File: src/rtl/lwm_pkg.sv
package lwm_pkg;
  localparam int WORD_BITS  = 32;
  localparam int LANE_BITS  = 8;
  localparam int LANE_COUNT = WORD_BITS / LANE_BITS;
  localparam int LANE_SEL_W = $clog2(LANE_COUNT);

  typedef enum logic [1:0] {
    SZ_BYTE = 2'd0,
    SZ_HALF = 2'd1,
    SZ_WORD = 2'd2,
    SZ_NONE = 2'd3
  } accSize_e;

  typedef struct packed {
    logic [LANE_COUNT-1:0] laneEn;
    logic [LANE_SEL_W-1:0] laneBase;
  } laneCtl_t;
endpackage

File: src/rtl/lwm_lane_ctrl.sv
module lwm_lane_ctrl
  import lwm_pkg::*;
#(
  parameter int LINE_WORDS = 8,
  localparam int IDX_W = $clog2(LINE_WORDS)
) (
  input  logic [1:0]       accSize,
  input  logic [1:0]       addrLow,
  input  logic             bigEndian,
  input  logic [IDX_W-1:0] wordIdx,
  input  logic             wrEn,
  output laneCtl_t         laneCtl,
  output logic             firstSet,
  output logic             lastSet
);
  localparam int HALF_WORDS = LINE_WORDS / 2;
  localparam logic [IDX_W-1:0] HALF_IDX = IDX_W'(HALF_WORDS);

  logic sizeOk;
  logic inFirstHalf;
  logic [LANE_SEL_W-1:0] byteBase;
  logic [LANE_SEL_W-1:0] halfBase;

  assign byteBase = {bigEndian, bigEndian} ^ addrLow;
  assign halfBase = {bigEndian ^ addrLow[1], 1'b0};

  always_comb begin
    laneCtl = '0;
    sizeOk  = 1'b1;
    unique case (accSize_e'(accSize))
      SZ_BYTE: begin
        laneCtl.laneBase = byteBase;
        laneCtl.laneEn   = 4'b0001 << byteBase;
      end
      SZ_HALF: begin
        laneCtl.laneBase = halfBase;
        laneCtl.laneEn   = 4'b0011 << halfBase;
      end
      SZ_WORD: begin
        laneCtl.laneBase = '0;
        laneCtl.laneEn   = '1;
      end
      default: begin
        sizeOk = 1'b0;
      end
    endcase
  end

  assign inFirstHalf = (wordIdx < HALF_IDX);
  assign firstSet    = wrEn & sizeOk & inFirstHalf;
  assign lastSet     = wrEn & sizeOk & ~inFirstHalf;

  always_comb begin
    a_r9_strobes_exclusive: assert (!(firstSet && lastSet))
      else $error("both dirty strobes high");
    a_r7_idle_quiet: assert (wrEn || (!firstSet && !lastSet))
      else $error("dirty strobe without wrEn");
    a_r8_bad_size_inert: assert (accSize != 2'd3 || (laneCtl.laneEn == '0 && !firstSet && !lastSet))
      else $error("unsupported size touched the line");
    a_r2_half_aligned: assert (accSize != 2'd1 || laneCtl.laneEn == 4'b0011 || laneCtl.laneEn == 4'b1100)
      else $error("halfword lanes misaligned");
    a_r3_single_byte: assert (accSize != 2'd0 || $countones(laneCtl.laneEn) == 1)
      else $error("byte store enables wrong lane count");
  end
endmodule

File: src/rtl/lwm_merge_dp.sv
module lwm_merge_dp
  import lwm_pkg::*;
(
  input  logic [WORD_BITS-1:0] curWord,
  input  logic [WORD_BITS-1:0] storeData,
  input  laneCtl_t             laneCtl,
  output logic [WORD_BITS-1:0] mergedWord
);
  for (genvar lane = 0; lane < LANE_COUNT; lane++) begin : g_lane
    localparam logic [LANE_SEL_W-1:0] LANE_ID = LANE_SEL_W'(lane);
    logic [LANE_SEL_W-1:0] srcLane;
    logic [LANE_BITS-1:0]  srcByte;
    logic [LANE_BITS-1:0]  oldByte;

    assign srcLane = LANE_ID - laneCtl.laneBase;
    assign srcByte = storeData[{srcLane, 3'b000} +: LANE_BITS];
    assign oldByte = curWord[lane*LANE_BITS +: LANE_BITS];
    assign mergedWord[lane*LANE_BITS +: LANE_BITS] =
      laneCtl.laneEn[lane] ? srcByte : oldByte;

    always_comb begin
      a_r4_lane_kept: assert (laneCtl.laneEn[lane] ||
                              mergedWord[lane*LANE_BITS +: LANE_BITS] == oldByte)
        else $error("unwritten lane %0d changed", lane);
    end
  end
endmodule

File: src/rtl/line_word_merge.sv
module line_word_merge
  import lwm_pkg::*;
#(
  parameter int LINE_WORDS = 8,
  localparam int IDX_W = $clog2(LINE_WORDS)
) (
  input  logic [31:0]      curWord,
  input  logic [31:0]      storeData,
  input  logic [1:0]       accSize,
  input  logic [1:0]       addrLow,
  input  logic             bigEndian,
  input  logic [IDX_W-1:0] wordIdx,
  input  logic             wrEn,
  output logic [31:0]      mergedWord,
  output logic             dirtyFirstSet,
  output logic             dirtyLastSet
);
  laneCtl_t laneCtl;

  lwm_lane_ctrl #(.LINE_WORDS(LINE_WORDS)) ctrl_i (
    .accSize  (accSize),
    .addrLow  (addrLow),
    .bigEndian(bigEndian),
    .wordIdx  (wordIdx),
    .wrEn     (wrEn),
    .laneCtl  (laneCtl),
    .firstSet (dirtyFirstSet),
    .lastSet  (dirtyLastSet)
  );

  lwm_merge_dp dp_i (
    .curWord   (curWord),
    .storeData (storeData),
    .laneCtl   (laneCtl),
    .mergedWord(mergedWord)
  );
endmodule

File: config.mk
export PLATFORM = sky130hd
export DESIGN_NAME = line_word_merge
export DESIGN_NICKNAME = d
export VERILOG_FILES = /design/src/rtl/lwm_pkg.sv /design/src/rtl/lwm_lane_ctrl.sv /design/src/rtl/lwm_merge_dp.sv /design/src/rtl/line_word_merge.sv
export SDC_FILE = /design/constraint.sdc
export NUM_CORES = 1
export LEC_CHECK = 0
export BUFFER_PORTS_ARGS = -buffer_cell sky130_fd_sc_hd__buf_2
export CAP_MARGIN = 10
export CORE_UTILIZATION = 40
export DETAILED_ROUTE_END_ITERATION = 12
export GPL_ROUTABILITY_DRIVEN = 0
export PLACE_DENSITY = 0.83
export SYNTH_ARGS = -nofsm -noshare
export SYNTH_HDL_FRONTEND = slang
export SYNTH_HIERARCHICAL = 1
export SYNTH_SLANG_ARGS = --single-unit
File: constraint.sdc
create_clock -name vclk -period 2.35
set_input_delay 0.235 -clock vclk [all_inputs]
set_output_delay 0.235 -clock vclk [all_outputs]
set_load 0.03 [all_outputs]
After elaboration in Yosys (flattened, before gate mapping). Cells that the tools add are included. W data, S select, Z words.

Register bits: 0. Input bits: 73. Output and inout port bits: 34. Logic and storage cells: 27.

Add/sub/neg operators: 4. Magnitude comparators: 1. Eq/ne operators: 2. Shift-type cells: 6. Mux-type cells: 6. Bitwise operators: 6. Reduce and logical (&&, ||, !) cells: 2.

Operator list (number): $shiftx A32 B6 Y8 (4); $mux W8 (4); $pmux W6 S3 (1); $shl A1 B2 Y4 const A (1); $shl A2 B2 Y4 const A (1); $sub A1 B2 Y2 const A (2); $sub A2 B2 Y2 const A (2); $and A1 B1 Y1 (3); $lt A3 B3 Y1 const B (1); $reduce_or A3 Y1 (1); $eq A2 B1 Y1 const B (1); $eq A2 B2 Y1 const B (1); $logic_not A2 Y1 (1); $xor A2 B2 Y2 (1); $mux W1 (1); $not A1 Y1 (1); $xor A1 B1 Y1 (1).

Longest topological paths before layout. Gate-level depths: netlist (run 1).

Depth after elaboration: 6. Gate-level depth with buffers: 7. Mapped depth without buffers: 5.

Hierarchy. The synthesis (run 1) kept the hierarchy.

Modules (own cells, without submodules): lwm_merge_dp (instances 1, cells each 94, area each 1071.0 um^2); lwm_lane_ctrl (instances 1, cells each 22, area each 135.1 um^2).

Worst setup path after synthesis (run 1). No wires, ideal clock.

Kind: input-to-output. Start point: input addrLow[1]. End point: output mergedWord[0]. Arrival: 1.654 ns. Data required time: 2.115 ns. Slack: 0.461 ns. Cell stages on the path: 5. Buffers on the path: 1. Cells stage by stage: nand2b_1 > a21oi_1 > buf_6 > mux4_1 > mux2_2.

RTL lines: start: declaration (RTL line line_word_merge.sv:10) `input logic [1:0] addrLow,`; end: declaration (RTL line line_word_merge.sv:14) `output logic [31:0] mergedWord,`.

==> results of run 1 <==
-- power breakdown --
part | switching [mW] | internal, mW | leakage (nW)
Combinational | 0.314 | 0.229 | 0.798
Sequential | 0 | 0 | 0
Clock | 0 | 0 | 0
-- cell usage after synthesis (all sizes together) --
| library cell | count | area share, % |
|---|---|---|
| mux4 | 16 | 32 |
| o31a | 2 | 1.5 |
| o21a | 2 | 1.2 |
| xnor2 | 1 | 0.73 |
| nor2 | 4 | 1.5 |
| mux2 | 16 | 16 |
| nor2b | 1 | 1.1 |
| nand2 | 5 | 1.6 |
| o22ai | 2 | 1.0 |
| o221ai | 16 | 12 |
| clkbuf | 1 | 0.31 |
| buf | 9 | 6.0 |
| nor3 | 3 | 1.2 |
| nand2b | 20 | 10 |
| and3 | 1 | 0.52 |
| a21oi | 1 | 0.41 |
| mux2i | 16 | 13 |
-- kinds of logic after synthesis --
kind of cell / after synthesis / share of synthesized area, %
muxes: 48 / 60.9
and+or+nand+nor: 34 / 16.3
AOI/OAI and AO/OA: 23 / 15.8
buffers and inverters: 10 / 6.33
xor gates and xnor gates: 1 / 0.726
-- metal layers --
metal / vias up / routed length [µm] / part of all wire, % / track usage [%]
li1: 691 / - / - / -
met1: 665 / 1630 / 44 / 31.1
met2: 52 / 1880 / 51 / 39.5
met3: 0 / 200 / 5.4 / 1.38
met4: 0 / 0 / 0 / 0.348
met5: - / 0 / 0 / 0
-- cells in the final DEF (no fill, tap or decap) --
master	Yosys	layout
sky130_fd_sc_hd__nand2b_1	20	20
sky130_fd_sc_hd__buf_12	0	1
sky130_fd_sc_hd__and3_1	1	1
sky130_fd_sc_hd__nor3_1	3	2
sky130_fd_sc_hd__mux4_1	6	6
sky130_fd_sc_hd__xnor2_1	1	1
sky130_fd_sc_hd__nor2b_4	1	1
sky130_fd_sc_hd__nor2_1	3	3
sky130_fd_sc_hd__mux2i_1	16	16
sky130_fd_sc_hd__nand2_1	5	5
sky130_fd_sc_hd__nor2_2	1	1
sky130_fd_sc_hd__o21a_1	2	2
sky130_fd_sc_hd__mux2_2	13	13
sky130_fd_sc_hd__mux4_2	10	10
sky130_fd_sc_hd__buf_2	1	105
sky130_fd_sc_hd__o22ai_1	2	2
sky130_fd_sc_hd__a21oi_2	0	1
sky130_fd_sc_hd__o31a_1	2	2
sky130_fd_sc_hd__nor3_2	0	1
sky130_fd_sc_hd__mux2_4	3	3
sky130_fd_sc_hd__o221ai_1	16	16
sky130_fd_sc_hd__buf_4	1	3
-- metrics by stage --
step	cells	hold slack, ns	worst slack, ns	utilization, %
after floorplan	116	0.582	0.461	-
after global placement	246	0.747	0.178	62.2
after detailed placement	246	0.750	0.164	62.2
after CTS	246	0.751	0.162	62.2
after global routing	246	0.774	0.0463	62.2
final	246	0.749	0.166	62.2
-- critical path: stages --
cell and delay [ns]:
sky130_fd_sc_hd__buf_2 0.12, sky130_fd_sc_hd__nand2b_1 0.18, sky130_fd_sc_hd__a21oi_2 0.16, sky130_fd_sc_hd__buf_4 0.24, sky130_fd_sc_hd__mux4_1 0.56, sky130_fd_sc_hd__mux2_2 0.27
sky130_fd_sc_hd__buf_2 0.17
-- area by class of cell --
class	instances	area, µm²
Multi-Input combinational cell	106	1140
Fill cell	260	1060
Timing Repair Buffer	109	568
Tap cell	31	38.8
-- path summary, 6_finish.rpt --
check	from	to	cells past startpoint
max	addrLow[1]	mergedWord[7]	7
min	wordIdx[2]	dirtyFirstSet	3
==> metrics, run 1 <==
hold violation count in the final report=0; number of nets in the finished design=290; Peak Freq=0.458 GHz; sequential share of the synthesized area=0%; synthesized netlist net count=between 150 and 200; post_cts resized=0; Slew @ Worst Pin=approximately 0.46 ns; Setup Total Neg Slack=0 ns; Die ar.=around 3200 µm²; num sequential=0; Global Route Usage Sum=between 20% and 30%; wire length of the first global-routing pass=slightly below 6000 µm; count of pins on the block boundary=roughly 110; IO Port Bufs=105; final max-slew violation count=0; fraction of final layout cells sized beyond drive strength 1=64.7%; sum of overflow across all layers after global routing=0; critical path start-end classification=in2out; ANT cells=0; vias in the first global route=roughly 1,200; sum of internal, switching and leakage power=approximately 540 µW; violated checks=design-rule violations; required time at the endpoint of the critical path=2.12 ns; Worst setup EP type=output port; number of violations of the max-capacitance limit=0; YS warnings=6; post-synthesis cell count=~120; Final min period=2.18 ns; Routed WL per cell=15.0 µm; postcts setup bufs=0; Core Area=2810 µm²; maximum fanout encountered on the critical timing path=12; leakage=about 0.8 nW; DR DRC count=14; initial antenna violation count=0; area used by sequential logic in the layout=0 µm²; die span in y=56.9 µm; worst-case vdd ir drop=174 µV; std cell rows=19; final WL=about 3700 µm; synthesized area divided by synthesized cell count=between 10 and 15 µm²; Placed Area=about 1700 µm²; Final setup viols=0; power per cell area=roughly 310 nW/µm²; unrepaired setup endpoints after global routing=no; Rel. slew slack=69.0%; starting density of the core=43.0%; 1st-iter DRT viols=61; arrival time at the worst endpoint=approximately 2 ns; Startpoint Class=input port; run status=complete, but fails checks; count of vias placed by the detailed router=between 1,000 and 1,500; vias per cell=~5.7; count of unique library cells instantiated by Yosys=24; share of the cycle needed by the critical path after routing=92.9%; Detailed Routing Iterations Pass 1=8; Final Instance Area=between 1500 and 2000 µm²; width of the chip=56.9 µm; path class of the lowest-slack min-delay path=in2out; Syn-to-layout area delta=44.7%; hold buffer count at cts=0; placed wire-length estimate after detailed placement=between 3000 and 4000 µm; count of clock buffers in the final design=0; Netlist Area Pre-Place=about 1200 µm²; maximum number of pins on one net before global-route repair=27; count of nets left with antenna violations after detail routing=0
No activity file was read; power rests on OpenSTA's default activity.
==> run 2: changes to the inputs <==
--- a/config.mk
+++ b/config.mk
@@ -5,9 +5,11 @@
 export SDC_FILE = /design/constraint.sdc
 export NUM_CORES = 1
 export LEC_CHECK = 0
+export ABC_AREA = 1
 export BUFFER_PORTS_ARGS = -buffer_cell sky130_fd_sc_hd__buf_2
 export CAP_MARGIN = 10
-export CORE_UTILIZATION = 40
+export CORE_ASPECT_RATIO = 0.6
+export CORE_UTILIZATION = 43
 export DETAILED_ROUTE_END_ITERATION = 12
 export GPL_ROUTABILITY_DRIVEN = 0
 export PLACE_DENSITY = 0.83
==> metrics, run 2 <==
unrepaired setup endpoints after global routing=no; Die ar.=3600 µm²; count of unique library cells instantiated by Yosys=13; leakage=~1.4 nW; YS warnings=6; path class of the lowest-slack min-delay path=in2out; arithmetic-cell share of the synthesized area counting full adders, half adders and majority gates=0%; maximum fanout encountered on the critical timing path=12; number of violations of the max-capacitance limit=0; sum of internal, switching and leakage power=between 500 and 600 µW; slowest stage delay, CP=~0.32 ns; final WL=4590 µm; width of the chip=between 70 and 80 µm; required time at the endpoint of the critical path=approximately 2.1 ns; postcts setup bufs=0; hold violation count in the final report=0; Rel. slew slack=about three quarters; series of cell instances along the critical path=buf_2 > inv_2 > nand2_2 > nand2_2 > nor2_4 > nand2_1 > nand2_1 > inv_1 > nand2_1 > nand2_1 > buf_2; DR DRC count=0; initial antenna violation count=0; worst-case vdd ir drop=between 150 and 200 µV; ANT cells=0; multiplexer area fraction after synthesis=0%; Final min period=approximately 2.0 ns; placed wire-length estimate after detailed placement=about 3800 µm; most frequent cells in the layout=sky130_fd_sc_hd__nand2_1 (191), sky130_fd_sc_hd__buf_2 (105), sky130_fd_sc_hd__nand3_1 (65); count of vias placed by the detailed router=approximately 2,300; power per cell area=between 300 and 400 nW/µm²; most common cell after layout, fill and taps aside=sky130_fd_sc_hd__nand2_1; num sequential=0; count of clock buffers in the final design=0; Final Instance Area=around 1900 µm²; count of pins on the block boundary=between 100 and 150; leading area contributor after synthesis=sky130_fd_sc_hd__nand2_1; Routed WL per cell=between 9 and 10 µm; Final setup viols=0; Peak Freq=between 0.4 and 0.5 GHz; die span in y=approximately 47 µm; std cell rows=15; fraction of final layout cells sized beyond drive strength 1=between 20 and 30%; simple-gate share of the synthesized area=about 80%; gate family responsible for the most delay along the worst path=simple AND/OR/NAND/NOR gates; post_cts resized=0; count of nets left with antenna violations after detail routing=0; critical path start-end classification=in2out; 1st-iter DRT viols=about 140; Startpoint Class=input port; share of the synthesized area in the top cell type=between 40% and 50%; top-count cell post-synth=sky130_fd_sc_hd__nand2_1; wire length of the first global-routing pass=~7500 µm; vias in the first global route=approximately 1,900; ranking of synthesized cells by area=sky130_fd_sc_hd__nand2_1 (50%), sky130_fd_sc_hd__nand3_1 (23%), sky130_fd_sc_hd__inv_1 (10%); arrival time at the worst endpoint=about 1.8 ns; final max-slew violation count=0; run status=completed; area share of xor/xnor cells in the synthesized design=0%; number of nets in the finished design=500; area used by sequential logic in the layout=0 µm²; Syn-to-layout area delta=34.2%; Synth Area in Compound Gates=0%; Netlist Area Pre-Place=approximately 1400 µm²; sequential share of the synthesized area=0%; vias per cell=4.88; worst path bufs/invs=4; starting density of the core=between 40% and 50%; Worst setup EP type=output port; Placed Area=between 1500 and 2000 µm²; IO Port Bufs=105; post-synthesis cell count=roughly 330; maximum number of pins on one net before global-route repair=35; Detailed Routing Iterations Pass 1=5; Slew @ Worst Pin=between 0.3 and 0.4 ns; most common cell type on the critical path=sky130_fd_sc_hd__nand2_1; main combinational cell family by area after synthesis=simple AND/OR/NAND/NOR gates; hold buffer count at cts=0; synthesized area divided by synthesized cell count=approximately 4.3 µm²; share of the cycle needed by the critical path after routing=between 80% and 90%; synthesized netlist net count=a little over 400; Core Area=3020 µm²; Setup Total Neg Slack=0 ns; commonest cells in the netlist=sky130_fd_sc_hd__nand2_1 (191), sky130_fd_sc_hd__nand3_1 (65), sky130_fd_sc_hd__inv_1 (40), sky130_fd_sc_hd__nand2_2 (9), sky130_fd_sc_hd__buf_6 (6); sum of overflow across all layers after global routing=0; cell type of the slowest stage on the worst timing path=sky130_fd_sc_hd__nand2_1; Global Route Usage Sum=between 20% and 30%
## run 2: changes by cell type in the layout (fill, tap and decap cells not counted), sizes merged, moves of 16 or more
cell / before / now
nand3: 0 / 65
o221ai: 16 / 0
nand2: 5 / 203
nand2b: 20 / 0
inv: 0 / 43
mux2: 16 / 0
mux2i: 16 / 0
mux4: 16 / 0
## run 2: kinds of logic (layout without fill, tap and decap cells)
group / after synthesis / count (layout)
buf+inv: 59 / 152
simple gates: 273 / 273
## run 2: metal layers
| metal | GRT usage, % | wire [µm] | vias up |
|---|---|---|---|
| li1 | - | - | 1198 |
| met1 | 31.5 | 2140 | 996 |
| met2 | 51.4 | 2100 | 86 |
| met3 | 2.14 | 349 | 0 |
| met4 | 0 | 0 | 0 |
| met5 | 0 | 0 | - |
## run 2: power by group
group | switching [mW] | total [mW] | internal (mW)
logic | 0.402 | 0.592 | 0.189
registers | 0 | 0 | 0
clock network | 0 | 0 | 0
## run 2: final cells by class
cell class / count / area, µm²
repair buffers: 109 / 556
inverters: 43 / 166
fillers: 349 / 1090
multi-input cells: 273 / 1160
well taps: 42 / 52.6
## run 2: worst paths after layout
path	to	depth (start not counted)	startpoint	slack, ns
max	mergedWord[31]	11	bigEndian	0.32
min	dirtyFirstSet	3	wordIdx[2]	0.76
## run 2: per-stage QoR
step	hold WS (ns)	instances	utilization (%)	setup WS, ns
4_1_cts	0.756	467	64.1	0.339
6_report	0.756	467	64.1	0.324
2_1_floorplan	0.582	332	-	0.781
3_3_place_gp	0.752	467	64.1	0.426
5_1_grt	0.766	467	64.1	0.114
3_5_place_dp	0.755	467	64.1	0.338
==> run 3: changes to the inputs <==
--- a/config.mk
+++ b/config.mk
@@ -9,11 +9,10 @@
 export BUFFER_PORTS_ARGS = -buffer_cell sky130_fd_sc_hd__buf_2
 export CAP_MARGIN = 10
 export CORE_ASPECT_RATIO = 0.6
-export CORE_UTILIZATION = 43
+export CORE_UTILIZATION = 42
 export DETAILED_ROUTE_END_ITERATION = 12
 export GPL_ROUTABILITY_DRIVEN = 0
 export PLACE_DENSITY = 0.83
 export SYNTH_ARGS = -nofsm -noshare
 export SYNTH_HDL_FRONTEND = slang
-export SYNTH_HIERARCHICAL = 1
 export SYNTH_SLANG_ARGS = --single-unit
==> metrics, run 3 <==
run status=completed; hold violation count in the final report=0; leading area contributor after synthesis=sky130_fd_sc_hd__nand2_1; Global Route Usage Sum=around 27%; Netlist Area Pre-Place=1330 µm²; worst setup slack before clock tree synthesis=0.478 ns; post_cts resized=0; count of unique library cells instantiated by Yosys=16; Final setup viols=0; switch share=67.6%; met2 track demand over resource in global routing=43.6%; Peak Freq=between 0.5 and 0.6 GHz; met1 global-route usage=between 40% and 50%; Critical Path End=mergedWord[26]; Worst setup EP type=output port; placed wire-length estimate after detailed placement=between 3000 and 4000 µm; most frequent cells in the layout=sky130_fd_sc_hd__nand2_1 (181), sky130_fd_sc_hd__buf_2 (105), sky130_fd_sc_hd__nand3_1 (57); die span in y=45.6 µm; worst setup path startpoint=accSize[1]; sum of overflow across all layers after global routing=0; top-count cell post-synth=sky130_fd_sc_hd__nand2_1; initial antenna violation count=0; final WL=approximately 4700 µm; Final min period=between 1.5 and 2 ns; hold buffer count at cts=0; final standard cell utilization of the core=roughly 64%; number of nets in the finished design=roughly 480; share of the cycle needed by the critical path after routing=about four fifths; Placed Area=about 1900 µm²; area used by sequential logic in the layout=0 µm²; leakage=approximately 1.3 nW; num sequential=0; Setup Total Neg Slack=0 ns; arrival time at the worst endpoint=between 1.5 and 2 ns; width of the chip=~75 µm; Die ar.=approximately 3400 µm²; Startpoint Class=input port; final max-slew violation count=0; count of nets left with antenna violations after detail routing=0; Net Sw Power=391 µW; ranking of synthesized cells by area=sky130_fd_sc_hd__nand2_1 (51%), sky130_fd_sc_hd__nand3_1 (21%), sky130_fd_sc_hd__inv_1 (9.6%); count of clock buffers in the final design=0; unrepaired setup endpoints after global routing=no; number of violations of the max-capacitance limit=0; Seq pwr share=0%; starting density of the core=a little under half; count of vias placed by the detailed router=approximately 2,200; wire length of the first global-routing pass=just over 7000 µm; Routed WL per cell=roughly 10 µm; maximum fanout encountered on the critical timing path=22; worst-case vdd ir drop=between 150 and 200 µV; worst-case setup margin in the final layout=0.444 ns; count of filler cells inserted in the layout=approximately 320; required time at the endpoint of the critical path=around 2.1 ns; DR DRC count=0; critical path start-end classification=in2out; sequential share of the synthesized area=0%; vias per cell=between 4 and 5; Syn-to-layout area delta=42.1%; 1st-iter DRT viols=~260; part of the total power dissipated in the clock network=0%; share of the synthesized area in the top cell type=51.1%; count of pins on the block boundary=~110; YS warnings=0; synthesized area divided by synthesized cell count=~4.3 µm²; Slew @ Worst Pin=0.337 ns; fraction of final layout cells sized beyond drive strength 1=30.1%; Finished Layout Cells=450; path class of the lowest-slack min-delay path=in2out; Rel. slew slack=between 70% and 80%; post-synthesis cell count=~310; cell-internal power=approximately 190 µW; vias in the first global route=~1,700; synthesized netlist net count=379; area occupied by multi-input gates=1130 µm²; IO Port Bufs=105; postcts setup bufs=0; Core Area=~2900 µm²; power per cell area=just over 300 nW/µm²; maximum number of pins on one net before global-route repair=23; commonest cells in the netlist=sky130_fd_sc_hd__nand2_1 (181), sky130_fd_sc_hd__nand3_1 (57), sky130_fd_sc_hd__inv_1 (34), sky130_fd_sc_hd__nand3b_1 (8), sky130_fd_sc_hd__buf_2 (6); part of the total power dissipated in combinational logic=between 90% and 100%; Detailed Routing Iterations Pass 1=5; Final Instance Area=about 1900 µm²; std cell rows=15; total placed cells including tap cells=450; layer with the highest usage=met2; met3 usage in global routing=under 10%; most common cell after layout, fill and taps aside=sky130_fd_sc_hd__nand2_1; ANT cells=0
[run 3: layout make-up]
cell class,count,share of cell area (%)
multi-input cells,260,59.7
inverters,37,7.35
well taps,42,2.78
repair buffers,111,30.2
[run 3: power by group through the flow]
| stage | combinational, mW | sequential (mW) | clock (mW) |
|---|---|---|---|
| CTS | 0.575 | 0 | 0 |
| global route | 0.634 | 0 | 0 |
| floorplan | 0.392 | 0 | 0 |
| detailed placement | 0.573 | 0 | 0 |
| global placement | 0.565 | 0 | 0 |
| finish | 0.578 | 0 | 0 |
[run 3: how the worst min path moves through the flow]
stage / startpoint / to / slack [ns] / cells past startpoint
2_1_floorplan: wordIdx[2] / dirtyFirstSet / 0.58 / 1
3_3_place_gp: wordIdx[2] / dirtyFirstSet / 0.75 / 3
3_5_place_dp: wordIdx[2] / dirtyFirstSet / 0.76 / 3
4_1_cts: wordIdx[2] / dirtyFirstSet / 0.76 / 3
5_1_grt: wordIdx[2] / dirtyFirstSet / 0.78 / 3
6_report: wordIdx[2] / dirtyFirstSet / 0.75 / 3
[run 3: per-layer routing]
metal,up-vias,wire (µm)
li1,1151,-
met1,982,2210
met4,0,0
met5,-,0
met3,0,464
met2,108,2030
[run 3: cell families after synthesis]
family | Yosys count | synth area share [%]
buffers and inverters | 46 | 15.1
AOI/OAI and AO/OA | 2 | 1.03
and+or+nand+nor | 258 | 83.8
[run 3: through the flow]
| stage | hold WS, ns | power, mW |
|---|---|---|
| after floorplan | 0.582 | 0.392 |
| after global placement | 0.752 | 0.565 |
| after detailed placement | 0.757 | 0.573 |
| after CTS | 0.758 | 0.575 |
| after global routing | 0.784 | 0.634 |
| final | 0.755 | 0.578 |
[run 3: worst max-delay path: stages]
cell and delay (ns):
sky130_fd_sc_hd__buf_2 0.15, sky130_fd_sc_hd__nor2_4 0.15, sky130_fd_sc_hd__nand3_4 0.23, sky130_fd_sc_hd__inv_2 0.31
sky130_fd_sc_hd__nand2_1 0.11, sky130_fd_sc_hd__nand3_1 0.15, sky130_fd_sc_hd__nand3_1 0.09, sky130_fd_sc_hd__nand2_1 0.06
sky130_fd_sc_hd__buf_2 0.19
